<file path="src/rtl/irqa_pkg.sv">
// Shared constants and types for the interrupt level arbiter.
// Assumes a 9-bit trap type field whose external-interrupt class is 0x40..0x4F.
package irqa_pkg;
    parameter int NUM_LVL   = 16;
    parameter int LVL_W     = $clog2(NUM_LVL);
    parameter int SOFT_W    = 17;
    parameter int TT_W      = 9;
    parameter int TL_W      = 3;
    parameter int TICK_BIT  = 0;
    parameter int STICK_BIT = SOFT_W - 1;
    parameter int TIMER_LVL = 14;
    parameter logic [TT_W-1:0] EXT_BASE = 9'h040;
    localparam int CLASS_LSB = LVL_W;

    typedef logic [TT_W-1:0]    tt_t;
    typedef logic [LVL_W-1:0]   lvl_t;
    typedef logic [NUM_LVL-1:0] mask_t;
endpackage

</file>
<file path="src/rtl/irqa_pend_merge.sv">
// Builds the merged pending mask from the external levels and the
// software interrupt register. Timer-match bits never assert their own
// position; either one asserts TIMER_LVL instead.
// Assumes TICK_BIT and STICK_BIT sit outside 1..NUM_LVL-1 or are deliberately masked.
module irqa_pend_merge
    import irqa_pkg::*;
#(
    parameter int LVLS  = NUM_LVL,
    parameter int SW    = SOFT_W,
    parameter int TBIT  = TICK_BIT,
    parameter int SBIT  = STICK_BIT,
    parameter int TLVL  = TIMER_LVL
) (
    input  logic [LVLS-1:0] ext_pend,
    input  logic [SW-1:0]   soft_int,
    output logic [LVLS-1:0] merged
);
    logic timer_hit;

    // Either timer match requests the timer level.
    always_comb timer_hit = soft_int[TBIT] | soft_int[SBIT];

    for (genvar i = 0; i < LVLS; i++) begin : g_lvl
        logic sw_bit;
        if (i == TBIT || i == SBIT || i >= SW) begin : g_masked
            // Timer or absent bit: no direct contribution.
            always_comb sw_bit = 1'b0;
        end else begin : g_pass
            // Ordinary software level bit passes straight through.
            always_comb sw_bit = soft_int[i];
        end
        if (i == TLVL) begin : g_timer
            // Timer level also takes the folded timer-match request.
            always_comb merged[i] = ext_pend[i] | sw_bit | timer_hit;
        end else begin : g_plain
            // Plain level: external or software.
            always_comb merged[i] = ext_pend[i] | sw_bit;
        end
    end
endmodule

</file>
<file path="src/rtl/irqa_prio_pick.sv">
// Priority encoder: finds the highest set mask bit strictly above the
// current interrupt level. found=0 means nothing exceeds the threshold.
// Assumes LVLS is a power of two matching the level field width.
module irqa_prio_pick
    import irqa_pkg::*;
#(
    parameter int LVLS = NUM_LVL,
    parameter int LW   = LVL_W
) (
    input  logic [LVLS-1:0] mask,
    input  logic [LW-1:0]   pil,
    output logic            found,
    output logic [LW-1:0]   lvl
);
    // Ascending scan; the last qualifying bit is the highest one.
    always_comb begin
        found = 1'b0;
        lvl   = '0;
        for (int i = 0; i < LVLS; i++) begin
            if (mask[i] && (i > int'(pil))) begin
                found = 1'b1;
                lvl   = LW'(i);
            end
        end
    end

    // a reported winner is pending and above the threshold
    always_comb begin
        if (found) begin
            r6_winner_valid_chk: assert (mask[lvl] && (lvl > pil));
        end
    end
endmodule

</file>
<file path="src/rtl/irqa_arb_ctrl.sv">
// Decision and output register stage. Holds during vector busy, withdraws
// on no eligible level or disabled interrupts, suppresses nesting under
// a higher external trap, and raises only on a new trap type.
// Assumes the core reports act_tt only meaningfully when trap_lvl != 0.
module irqa_arb_ctrl
    import irqa_pkg::*;
#(
    parameter int LW  = LVL_W,
    parameter int TW  = TT_W,
    parameter int TLW = TL_W,
    parameter logic [TW-1:0] BASE = EXT_BASE
) (
    input  logic           clk,
    input  logic           rst_n,
    input  logic           found,
    input  logic [LW-1:0]  lvl,
    input  logic [LW-1:0]  pil,
    input  logic           ints_en,
    input  logic [TLW-1:0] trap_lvl,
    input  logic [TW-1:0]  act_tt,
    input  logic           vec_busy,
    output logic           irq_req,
    output logic [TW-1:0]  irq_tt
);
    localparam int CLS_W = TW - LW;

    logic [TW-1:0] cand_tt;
    logic          nest_block;
    logic          req_nxt;
    logic [TW-1:0] tt_nxt;

    // Candidate trap type from the winning level.
    always_comb cand_tt = BASE | TW'(lvl);

    // Nesting guard: a higher external trap is already in service.
    always_comb nest_block = (trap_lvl != '0)
                          && (act_tt[TW-1:LW] == BASE[TW-1:LW])
                          && (act_tt > cand_tt);

    // Next-state decision in priority order.
    always_comb begin
        req_nxt = irq_req;
        tt_nxt  = irq_tt;
        if (vec_busy) begin
            req_nxt = irq_req;
        end else if (!found || !ints_en) begin
            if (irq_req) begin
                req_nxt = 1'b0;
                tt_nxt  = '0;
            end
        end else if (!nest_block && (cand_tt != irq_tt)) begin
            req_nxt = 1'b1;
            tt_nxt  = cand_tt;
        end
    end

    // Output register with synchronous reset.
    always_ff @(posedge clk) begin
        if (!rst_n) begin
            irq_req <= 1'b0;
            irq_tt  <= '0;
        end else begin
            irq_req <= req_nxt;
            irq_tt  <= tt_nxt;
        end
    end


    vec_hold_chk: assert property (@(posedge clk) disable iff (!rst_n)
        vec_busy |=> ($stable(irq_req) && $stable(irq_tt)));


    dis_withdraw_chk: assert property (@(posedge clk) disable iff (!rst_n)
        (!vec_busy && !ints_en && irq_req) |=> (!irq_req && irq_tt == '0));


    req_class_chk: assert property (@(posedge clk) disable iff (!rst_n)
        irq_req |-> (irq_tt[TW-1:LW] == BASE[TW-1:LW] && irq_tt[LW-1:0] != '0));


    raise_above_pil_chk: assert property (@(posedge clk) disable iff (!rst_n)
        $rose(irq_req) |-> (irq_tt[LW-1:0] > $past(pil)));


    no_nest_chk: assert property (@(posedge clk) disable iff (!rst_n)
        $rose(irq_req) |-> !($past(trap_lvl) != '0
                             && $past(act_tt[TW-1:LW]) == CLS_W'(BASE[TW-1:LW])
                             && $past(act_tt) > irq_tt));
endmodule

</file>
<file path="src/rtl/irq_level_arbiter.sv">
// Top of the interrupt level arbiter: merges pending sources, picks the
// highest level above the current interrupt level, and registers the
// request and trap type for the core.
// Assumes all inputs are synchronous to clk.
module irq_level_arbiter
    import irqa_pkg::*;
(
    input  logic               clk,
    input  logic               rst_n,
    input  logic [NUM_LVL-1:0] ext_pend,
    input  logic [SOFT_W-1:0]  soft_int,
    input  logic [LVL_W-1:0]   pil,
    input  logic               ints_en,
    input  logic [TL_W-1:0]    trap_lvl,
    input  logic [TT_W-1:0]    act_tt,
    input  logic               vec_busy,
    output logic               irq_req,
    output logic [TT_W-1:0]    irq_tt
);
    mask_t merged;
    logic  found;
    lvl_t  lvl;

    irqa_pend_merge u_merge (
        .ext_pend (ext_pend),
        .soft_int (soft_int),
        .merged   (merged)
    );

    irqa_prio_pick u_pick (
        .mask  (merged),
        .pil   (pil),
        .found (found),
        .lvl   (lvl)
    );

    irqa_arb_ctrl u_ctrl (
        .clk      (clk),
        .rst_n    (rst_n),
        .found    (found),
        .lvl      (lvl),
        .pil      (pil),
        .ints_en  (ints_en),
        .trap_lvl (trap_lvl),
        .act_tt   (act_tt),
        .vec_busy (vec_busy),
        .irq_req  (irq_req),
        .irq_tt   (irq_tt)
    );
endmodule

</file>
<file path="config.mk">
export PLATFORM = sky130hd
export DESIGN_NAME = irq_level_arbiter
export DESIGN_NICKNAME = d
export VERILOG_FILES = /design/src/rtl/irqa_pkg.sv /design/src/rtl/irqa_pend_merge.sv /design/src/rtl/irqa_prio_pick.sv /design/src/rtl/irqa_arb_ctrl.sv /design/src/rtl/irq_level_arbiter.sv
export SDC_FILE = /design/constraint.sdc
export NUM_CORES = 1
export LEC_CHECK = 0
export BUFFER_PORTS_ARGS = -buffer_cell sky130_fd_sc_hd__buf_2
export CAP_MARGIN = 15
export CORE_ASPECT_RATIO = 1.2
export CORE_MARGIN = 2
export CORE_UTILIZATION = 46
export CTS_CLUSTER_DIAMETER = 30
export DETAILED_ROUTE_END_ITERATION = 12
export PLACE_DENSITY = 0.85
export SKIP_CTS_REPAIR_TIMING = 1
export SLEW_MARGIN = 20
export SYNTH_ARGS = -nofsm -noshare
export SYNTH_HDL_FRONTEND = slang
export SYNTH_HIERARCHICAL = 1
export SYNTH_SLANG_ARGS = --single-unit
</file>
<file path="constraint.sdc">
create_clock -name clk -period 9.03 [get_ports clk]
set_input_delay 0.903 -clock clk [delete_from_list [all_inputs] [get_ports clk]]
set_output_delay 0.903 -clock clk [all_outputs]
set_load 0.005 [all_outputs]
</file>
==> out/qor.csv, run 1 <==
stage,metric,value,unit
setup_path,critPathMaxFanout,6,
clock_tree,h-tree-depth,1,
pwr,combPwrFrac,44.0,%
pwr,clkPwrFrac,24.4,%
pwr,power.internal,0.0664,mW
route,wl_per_cell,12.0,um
flow_run,maxCapViolations,0,
sta,drv_slew,0,
pwr,powerDensity,77.7,nW/um2
global_route,grt_pass1_wl,4.11,mm
cells_and_area,n_antenna_cell,0,
logic_synthesis,synth_cells,136,
setup_path,cp.required,9.14,ns
setup_path,crit_path_end_kind,register,
run_status,outcome,"finished, final reports clean",
place,dp_cells,216,
die,initial_core_util,48.8,%
die,die_w,46.6,um
place,dp_hpwl,2.15,mm
sta,period_needed,4.02,ns
route,drc_errors,0,
cells_and_area,instances_no_fill,219,
pwr,power,0.100,mW
die,die_height,55.1,um
cells_and_area,drive_above_1_share,45.5,%
global_route,antenna_found_initial,0,
setup_path,arrival,4.13,ns
sta,holdWs,0.473,ns
die,dieArea,2570,um2
route,viasPerCell,5.47,
global_route,grt_pass1_vias,1106,
place,place_area,1260,um2
logic_synthesis,yosys_warnings,6,
sta,rsz0062_at_grt,no,
setup_path,crit_type,input port to register,
clock_tree,cts_tree,done,
sta,relSlewSlack,59.0,%
sta,worst_clock_skew,0.00230,ns
sta,hold_viol,0,
clock_tree,clock_path_buffers,2,
pwr,switching_share,33.7,%
die,io_pins,63,
clock_tree,clock-sinks,6,
pwr,p_sw,0.0337,mW
route,vias,1198,
global_route,overflow,0,
clock_tree,clock_latency,0.24,ns
cells_and_area,fin_nets,248,
place,portBuffers,57,
place,post-place-ws,4.84,ns
pwr,leakage,0.645,nW
clock_tree,path_clk_slew,0.04,ns
cells_and_area,final_design_area_no_fill,1290,um2
sta,setup_viol,0,
die,rows,18,
logic_synthesis,syn-cell-area,1000,um2
clock_tree,numCtsBuffers,3,
sta,timing.final.crit_share,44.5,%
route,drtIter0Drc,24,
clock_tree,cts_root_buffer,clkbuf_4,
sta,clock.fmax,249,MHz
logic_synthesis,syn_avg_cell_area,7.36,um2
pwr,seqPwrFrac,31.6,%
route,routed_wl,2.63,mm
die,core_area,2050,um2
global_route,grt_usage,21.5,%
min_path,hp-class,register to register,
global_route,grt_max_degree,15,
cells_and_area,syn_to_final_growth,28.6,%
cells_and_area,fin_util,62.8,%
route,route.antenna.remaining_nets,0,
place,routabilityCongestion,0.844,
sta,fin_setup_tns,0,ns
setup_path,critPathLaunchType,input port,
sta,max_slew.worst_pin.slew,0.611,ns
pwr,peakVddDrop,0.0000688,V
sta,layout_setup_ws,5.01,ns
route,firstDrtPassIters,4,
-- path summary, 6_finish.rpt --
check | from | to | slack, ns | depth (start not counted)
max reg2reg | u_ctrl/irq_tt[1] | u_ctrl/irq_tt[2] | 7.23 | 5
max | soft_int[14] | u_ctrl/irq_req | 5.01 | 11
min | u_ctrl/irq_tt[6] | u_ctrl/irq_tt[6] | 0.47 | 2
min reg2reg | u_ctrl/irq_tt[6] | u_ctrl/irq_tt[6] | 0.47 | 2
-- cell type report --
type,count,area [um2]
Timing Repair Buffer,57,285
Clock buffer,3,22.5
Tap cell,30,37.5
Fill cell,197,762
Sequential cell,6,120
Inverter,10,37.5
Multi-Input combinational cell,113,785
-- state kept, by name, indices dropped and copies added, names as in the netlist --
name            count
u_ctrl/irq_tt       5
u_ctrl/irq_req      1
-- power groups by stage --
stage          Combinational [mW]  Sequential, mW  Clock [mW]
2_1_floorplan              0.0284          0.0319           0
3_5_place_dp               0.0436          0.0320           0
6_report                   0.0440          0.0316      0.0244
3_3_place_gp               0.0419          0.0319           0
5_1_grt                    0.0489          0.0319      0.0276
4_1_cts                    0.0439          0.0316      0.0263
-- cells in the final DEF, fill, tap and decap left out, types with 2 or more instances in the layout --
cell and count:
o21ai_0 5, xor2_1 3, buf_2 57, a2bb2oi_1 2, o2111ai_1 4, nand2b_1 2
o211ai_2 4, o31ai_1 2, clkbuf_4 3, a31oi_1 2, o211ai_1 2, o22ai_1 2
nor2_1 10, inv_1 10, a21oi_1 8, conb_1 4, nand3_1 7, nand2_1 8
ha_1 4, dfxtp_1 6, or2_2 14, nor3_1 3, a21boi_0 2
-- per-layer routing --
metal / vias up / track usage [%] / routed length (um)
li1: 600 / - / -
met1: 533 / 20.2 / 969
met2: 59 / 44.4 / 1430
met3: 6 / 0.974 / 196
met4: 0 / 11.4 / 36
met5: - / 0 / 0
-- worst max-delay path, stage by stage --
cell and delay, ns:
buf_2 0.09, or4_1 0.58, nor4_1 0.43, o21ai_0 0.15
o21ai_0 0.41, ha_1 0.32, nand4_1 0.10, o31ai_1 0.09
a211oi_1 0.54, or4b_1 0.38, o21ai_0 0.13
No activity file was read; power rests on OpenSTA's default activity.
==> run 2, diff against run 1 <==
- CORE_UTILIZATION: 46 -> 43
- PLACE_DENSITY: 0.85 -> 0.81
- clock period: 9.03 -> 4 ns (I/O delays scaled with it)
==> run 2 against run 1 <==
  * Wire length decreased by 1.4%
  * Critical endpoint unchanged
  * Highest routed layer unchanged
  * Largest cell class unchanged
  * Critical path depth unchanged
  * Clock skew increased by 0.0042 ns
  * Non-clock buffer count unchanged
  * Critical path type unchanged
==> out/qor.csv, run 2 (synthesis gave the netlist of run 1 again) <==
stage,metric,value,unit,change
pwr,powerDensity,179,nW/um2,was 77.7 nW/um2
cells_and_area,fillCellCount,237,,was 197
sta,hold_viol,0,,unchanged
cells_and_area,largest-register,u_ctrl/irq_tt,,unchanged
setup_path,r2r-start,u_ctrl/irq_tt[2],,was u_ctrl/irq_tt[1]
min_path,hp-class,input port to register,,was register to register
setup_path,crit_family,simple AND/OR/NAND/NOR gates,,unchanged
sta,period_needed,3.52,ns,
route,routed_wl,2.59,mm,was 2.63 mm
cells_and_area,ff_latch_area,120,um2,unchanged
route,vias,1183,,"was 1,198"
clock_tree,clock_latency,0.26,ns,was 0.24 ns
clock_tree,clock_path_buffers,2,,unchanged
setup_path,critPathMaxFanout,6,,unchanged
global_route,grt_max_degree,15,,unchanged
pwr,peakVddDrop,0.000163,V,was 0.0000688 V
route,drc_errors,0,,unchanged
sta,rsz0062_at_grt,no,,unchanged
setup_path,worst_path_most_repeated_cell,o21ai_0,,unchanged
place,dp_hpwl,2.20,mm,was 2.15 mm
global_route,grt_usage,19.3,%,was 21.5%
setup_path,r2r_slack,2.20,ns,was 7.23 ns
pwr,leakage,0.645,nW,unchanged
setup_path,critPathLaunchType,input port,,unchanged
cells_and_area,largest_reg_flops,5,,unchanged
clock_tree,cts_root_buffer,clkbuf_4,,unchanged
die,io_pins,63,,unchanged
setup_path,crit_buf_inv,1,,unchanged
cells_and_area,top_regs,"u_ctrl/irq_tt: 5 flops, u_ctrl/irq_req: 1 flops",,unchanged
min_path,whs_path_depth,3,,was 2
sta,setup_viol,0,,unchanged
setup_path,arrival,3.64,ns,was 4.13 ns
setup_path,slowest_stage,or4_1,,unchanged
global_route,antenna_found_initial,0,,unchanged
setup_path,crit_cells,11,,unchanged
setup_path,max_stage_delay,0.59,ns,was 0.58 ns
die,dieArea,2730,um2,was 2570 um2
sta,clock.fmax,284,MHz,
cells_and_area,final_cell_mix,"buf_2, or2_2, inv_1, nor2_1",,unchanged
place,portBuffers,57,,unchanged
cells_and_area,fin_nets,248,,unchanged
setup_path,crit_start,soft_int[14],,unchanged
place,routabilityCongestion,0.861,,was 0.844
cells_and_area,multiInputGateArea,785,um2,unchanged
die,die_w,48.0,um,was 46.6 um
die,core_area,2260,um2,was 2050 um2
run_status,outcome,"finished, final reports clean",,unchanged
flow_run,maxCapViolations,0,,unchanged
sta,drv_slew,0,,unchanged
die,rows,19,,was 18
setup_path,crit_path_end,u_ctrl/irq_req,,unchanged
die,die_height,56.9,um,was 55.1 um
route,wl_per_cell,11.8,um,was 12.0 um
sta,worst_clock_skew,0.00654,ns,was 0.00230 ns
sta,max_slew.worst_pin.slew,0.617,ns,was 0.611 ns
global_route,overflow,0,,unchanged
setup_path,r2r_cells,5,,unchanged
clock_tree,path_clk_slew,0.05,ns,was 0.04 ns
cells_and_area,final_design_area_no_fill,1290,um2,about the same
route,viasPerCell,5.38,,was 5.47
sta,relSlewSlack,58.6,%,was 59.0%
cells_and_area,fin_util,57.1,%,was 62.8%
cells_and_area,n_antenna_cell,0,,unchanged
setup_path,crit_path_cell_trace,buf_2 > or4_1 > nor4_1 > o21ai_0 > o21ai_0 > ha_1 > nand4_1 > o31ai_1 > a211oi_1 > or4b_1 > o21ai_0,,unchanged
die,initial_core_util,44.3,%,was 48.8%
sta,timing.final.crit_share,88.1,%,
cells_and_area,drive_above_1_share,45.5,%,unchanged
clock_tree,h-tree-depth,1,,unchanged
route,route.antenna.remaining_nets,0,,unchanged
sta,holdWs,0.475,ns,was 0.473 ns
place,place_area,1270,um2,was 1260 um2
global_route,grt_pass1_vias,1067,,"was 1,106"
clock_tree,numCtsBuffers,3,,unchanged
cells_and_area,final_common_cell,buf_2,,unchanged
setup_path,cp.required,4.12,ns,was 9.14 ns
setup_path,r2r_end,u_ctrl/irq_tt[3],,was u_ctrl/irq_tt[2]
setup_path,crit_type,input port to register,,unchanged
route,drtIter0Drc,37,,was 24
global_route,grt_pass1_wl,3.86,mm,was 4.11 mm
sta,fin_setup_tns,0,ns,unchanged
clock_tree,clock-sinks,6,,unchanged
setup_path,crit_path_end_kind,register,,unchanged
cells_and_area,syn_to_final_growth,28.8,%,was 28.6%
route,firstDrtPassIters,4,,unchanged
clock_tree,cts_tree,done,,unchanged
==> run 2: cell counts in the layout (fill, tap and decap cells not counted) <==
Identical to the previous run, type by type.
==> run 2: cell type report <==
cell class | instances | area share [%]
well taps | 31 | 3.01
clock buffers | 3 | 1.75
inverters | 10 | 2.91
repair buffers | 57 | 22.1
flip-flops and latches | 6 | 9.32
multi-input cells | 113 | 60.9
==> run 2: power by group <==
group	total (mW)	internal (mW)	switching (mW)
clock network	0.0602	0.0342	0.0260
registers	0.0714	0.0654	0.00601
logic	0.0989	0.0503	0.0486
==> run 2: how the worst min path moves through the flow <==
stage / from / endpoint
after global placement: u_ctrl/irq_tt[6] / u_ctrl/irq_tt[6]
after global routing: u_ctrl/irq_tt[6] / u_ctrl/irq_tt[6]
after floorplan: u_ctrl/irq_tt[6] / u_ctrl/irq_tt[6]
final: vec_busy / u_ctrl/irq_tt[1]
after CTS: vec_busy / u_ctrl/irq_tt[1]
after detailed placement: u_ctrl/irq_tt[6] / u_ctrl/irq_tt[6]
==> run 2: per-layer routing <==
metal / global-route usage (%) / vias up / part of all wire (%)
li1: - / 600 / -
met1: 17.1 / 527 / 37
met2: 37.3 / 51 / 55
met3: 1.29 / 5 / 5.9
met4: 12.0 / 0 / 2.2
met5: 0 / - / 0
==> run 2: metrics by stage <==
| stage | total power [mW] | cells | setup WS [ns] |
|---|---|---|---|
| floorplan | 0.136 | 139 | 0.930 |
| global placement | 0.167 | 217 | 0.329 |
| detailed placement | 0.171 | 217 | 0.232 |
| CTS | 0.233 | 220 | 0.486 |
| global route | 0.245 | 220 | 0.268 |
| finish | 0.230 | 220 | 0.476 |
==> run 2: worst register-to-register path, delay by kind of cell (launching register included) <==
family	cells	cell delay (ns)
flops	1	0.40
compound gates	2	0.46
simple gates	2	0.70
xor+xnor	1	0.16
==> run 3, diff against run 2 <==
- CORE_ASPECT_RATIO: 1.2 -> not set
- MAX_ROUTING_LAYER: not set -> met4
==> run 3 against run 2 <==
  * Register-to-register slack is essentially flat
  * Sequential power shrank 0.6%
  * Non-clock buffer count grew 1
  * Clock skew is essentially flat
  * Clock-buffer cell count is the same
  * Maximum frequency grew 4.2%
  * Wire length shrank 2.4%
  * Highest routed layer is now met3
  * Combinational power is essentially flat
  * Largest cell class unchanged
  * Sequential cell count is the same
  * Global-route usage grew 2.1 points
==> out/qor.csv, run 3 (synthesis gave the netlist of run 1 again) <==
stage,metric,value,unit,change
route,drtIter0Drc,25,,was 37
setup_path,critPathLaunchType,input port,,unchanged
min_path,hp-class,register to register,,was input port to register
setup_path,crit_buf_inv,1,,unchanged
route,routed.top_layer,met3,,was met4
sta,timing.final.crit_share,84.6,%,was 88.1%
sta,max_slew.worst_pin.slew,0.560,ns,was 0.617 ns
setup_path,cp.required,4.17,ns,was 4.12 ns
route,firstDrtPassIters,4,,unchanged
place,post-place-ws,0.371,ns,was 0.232 ns
cells_and_area,top_regs,"u_ctrl/irq_tt: 5 flops, u_ctrl/irq_req: 1 flops",,unchanged
place,routabilityCongestion,0.884,,was 0.861
die,rows,17,,was 19
sta,layout_setup_ws,0.617,ns,was 0.476 ns
cells_and_area,n_antenna_cell,0,,unchanged
min_path,min_from,u_ctrl/irq_tt[6],,was vec_busy
clock_tree,clock_latency,0.24,ns,was 0.26 ns
sta,worst_clock_skew,0.00681,ns,was 0.00654 ns
global_route,grt_pass1_wl,4.49,mm,was 3.86 mm
route,vias,1191,,"was 1,183"
route,wl_per_cell,11.6,um,was 11.8 um
sta,rsz0062_at_grt,no,,unchanged
setup_path,worst_path_most_repeated_cell,o21ai_0,,unchanged
die,die_w,52.2,um,was 48.0 um
sta,setup_viol,0,,unchanged
sta,fin_setup_tns,0,ns,unchanged
cells_and_area,drive_above_1_share,45.8,%,was 45.5%
clock_tree,h-tree-depth,1,,unchanged
pwr,leakage,0.651,nW,was 0.645 nW
setup_path,crit_start,soft_int[14],,unchanged
setup_path,max_stage_delay,0.68,ns,was 0.59 ns
sta,period_needed,3.38,ns,was 3.52 ns
cells_and_area,final_common_cell,buf_2,,unchanged
global_route,grt_max_degree,15,,unchanged
setup_path,crit_path_end_kind,register,,unchanged
die,dieArea,2730,um2,about the same
place,portBuffers,57,,unchanged
route,met2_length,1.33,mm,was 1.42 mm
sta,drv_slew,0,,unchanged
clock_tree,cts_tree,done,,unchanged
setup_path,r2r-start,u_ctrl/irq_tt[2],,unchanged
setup_path,slowest_stage,or4b_1,,was or4_1
pwr,peakVddDrop,0.000145,V,was 0.000163 V
setup_path,critPathMaxFanout,6,,unchanged
route,routed_wl,2.53,mm,was 2.59 mm
pwr,powerDensity,173,nW/um2,was 179 nW/um2
clock_tree,clock_path_buffers,2,,unchanged
die,initial_core_util,45.2,%,was 44.3%
route,met3WireLength,219,um,was 154 um
die,io_pins,63,,unchanged
sta,hold_viol,0,,unchanged
route,wl_met1,980,um,was 959 um
cells_and_area,largest_reg_flops,5,,unchanged
setup_path,crit_family,simple AND/OR/NAND/NOR gates,,unchanged
cells_and_area,instances_no_fill,218,,was 220
run_status,outcome,"finished, final reports clean",,unchanged
sta,clock.fmax,296,MHz,was 284 MHz
route,route.antenna.remaining_nets,0,,unchanged
setup_path,crit_path_cell_trace,buf_2 > or4_1 > nor4_1 > o21ai_0 > o21ai_0 > ha_1 > nor2b_1 > o211ai_1 > a211oi_1 > or4b_1 > o211ai_2,,was buf_2 > or4_1 > nor4_1 > o21ai_0 > o21ai_0 > ha_1 > nand4_1 > o31ai_1 > a211oi_1 > or4b_1 > o21ai_0
clock_tree,cts_root_buffer,clkbuf_4,,unchanged
cells_and_area,final_cell_mix,"buf_2, or2_2, inv_1, nor2_1",,unchanged
sta,relSlewSlack,62.3,%,was 58.6%
sta,holdWs,0.472,ns,was 0.475 ns
clock_tree,path_clk_slew,0.05,ns,about the same
clock_tree,clock-sinks,6,,unchanged
global_route,grt_usage,21.5,%,was 19.3%
global_route,grt_pass1_vias,1158,,"was 1,067"
route,viasPerCell,5.46,,was 5.38
route,drc_errors,0,,unchanged
place,dp_cells,215,,was 217
global_route,antenna_found_initial,0,,unchanged
global_route,overflow,0,,unchanged
place,dp_hpwl,2.12,mm,was 2.20 mm
setup_path,crit_type,input port to register,,unchanged
cells_and_area,fin_nets,249,,was 248
cells_and_area,syn_to_final_growth,29.1,%,was 28.8%
cells_and_area,fillCellCount,225,,was 237
die,core_area,2210,um2,was 2260 um2
die,die_height,52.2,um,was 56.9 um
clock_tree,numCtsBuffers,3,,unchanged
setup_path,arrival,3.55,ns,was 3.64 ns
flow_run,maxCapViolations,0,,unchanged
cells_and_area,largest-register,u_ctrl/irq_tt,,unchanged
==> run 3: changes by cell type in the layout (fill, tap and decap cells not counted), sizes merged <==
cell / before / now
buf: 57 / 58
==> run 3: power breakdown <==
| part | internal, mW | total, mW | switching (mW) |
|---|---|---|---|
| clock | 0.0338 | 0.0541 | 0.0203 |
| combinational | 0.0504 | 0.0991 | 0.0487 |
| sequential | 0.0655 | 0.0710 | 0.00553 |
| total | 0.150 | 0.224 | 0.0745 |
==> run 3: final cells by class <==
cell class | instances | area [um2] | area share (%)
clock buffer | 3 | 22.5 | 1.74
timing repair buffer | 58 | 293 | 22.7
inverter | 10 | 37.5 | 2.90
multi-input combinational | 113 | 785 | 60.7
tap | 28 | 35.0 | 2.71
sequential | 6 | 120 | 9.29
==> run 3: layer usage <==
metal  track usage (%)  up-vias
li1                  -      605
met1              22.7      523
met2              42.2       63
met3              1.43        0
met4              6.41        0
met5                 -        -
==> run 3: final timing paths <==
| kind | end | slack, ns | depth (start not counted) |
|---|---|---|---|
| setup / recovery | u_ctrl/irq_tt[1] | 0.62 | 11 |
| hold reg to reg | u_ctrl/irq_tt[6] | 0.47 | 2 |
| hold / removal | u_ctrl/irq_tt[6] | 0.47 | 2 |
| setup reg to reg | u_ctrl/irq_tt[1] | 2.20 | 5 |
==> run 3: tightest hold or removal path, cell delays in order, from the launching register on <==
cell and delay, ns:
dfxtp_1 0.31, nand3_1 0.07, nand2_1 0.05
==> run 3: through the flow <==
step | utilization [%] | power, mW | area, um2
final | 58.4 | 0.224 | 1290
after floorplan | - | 0.136 | 1010
after CTS | 58.4 | 0.227 | 1290
after global routing | 58.4 | 0.244 | 1290
after global placement | 57.4 | 0.167 | 1270
after detailed placement | 57.4 | 0.171 | 1270
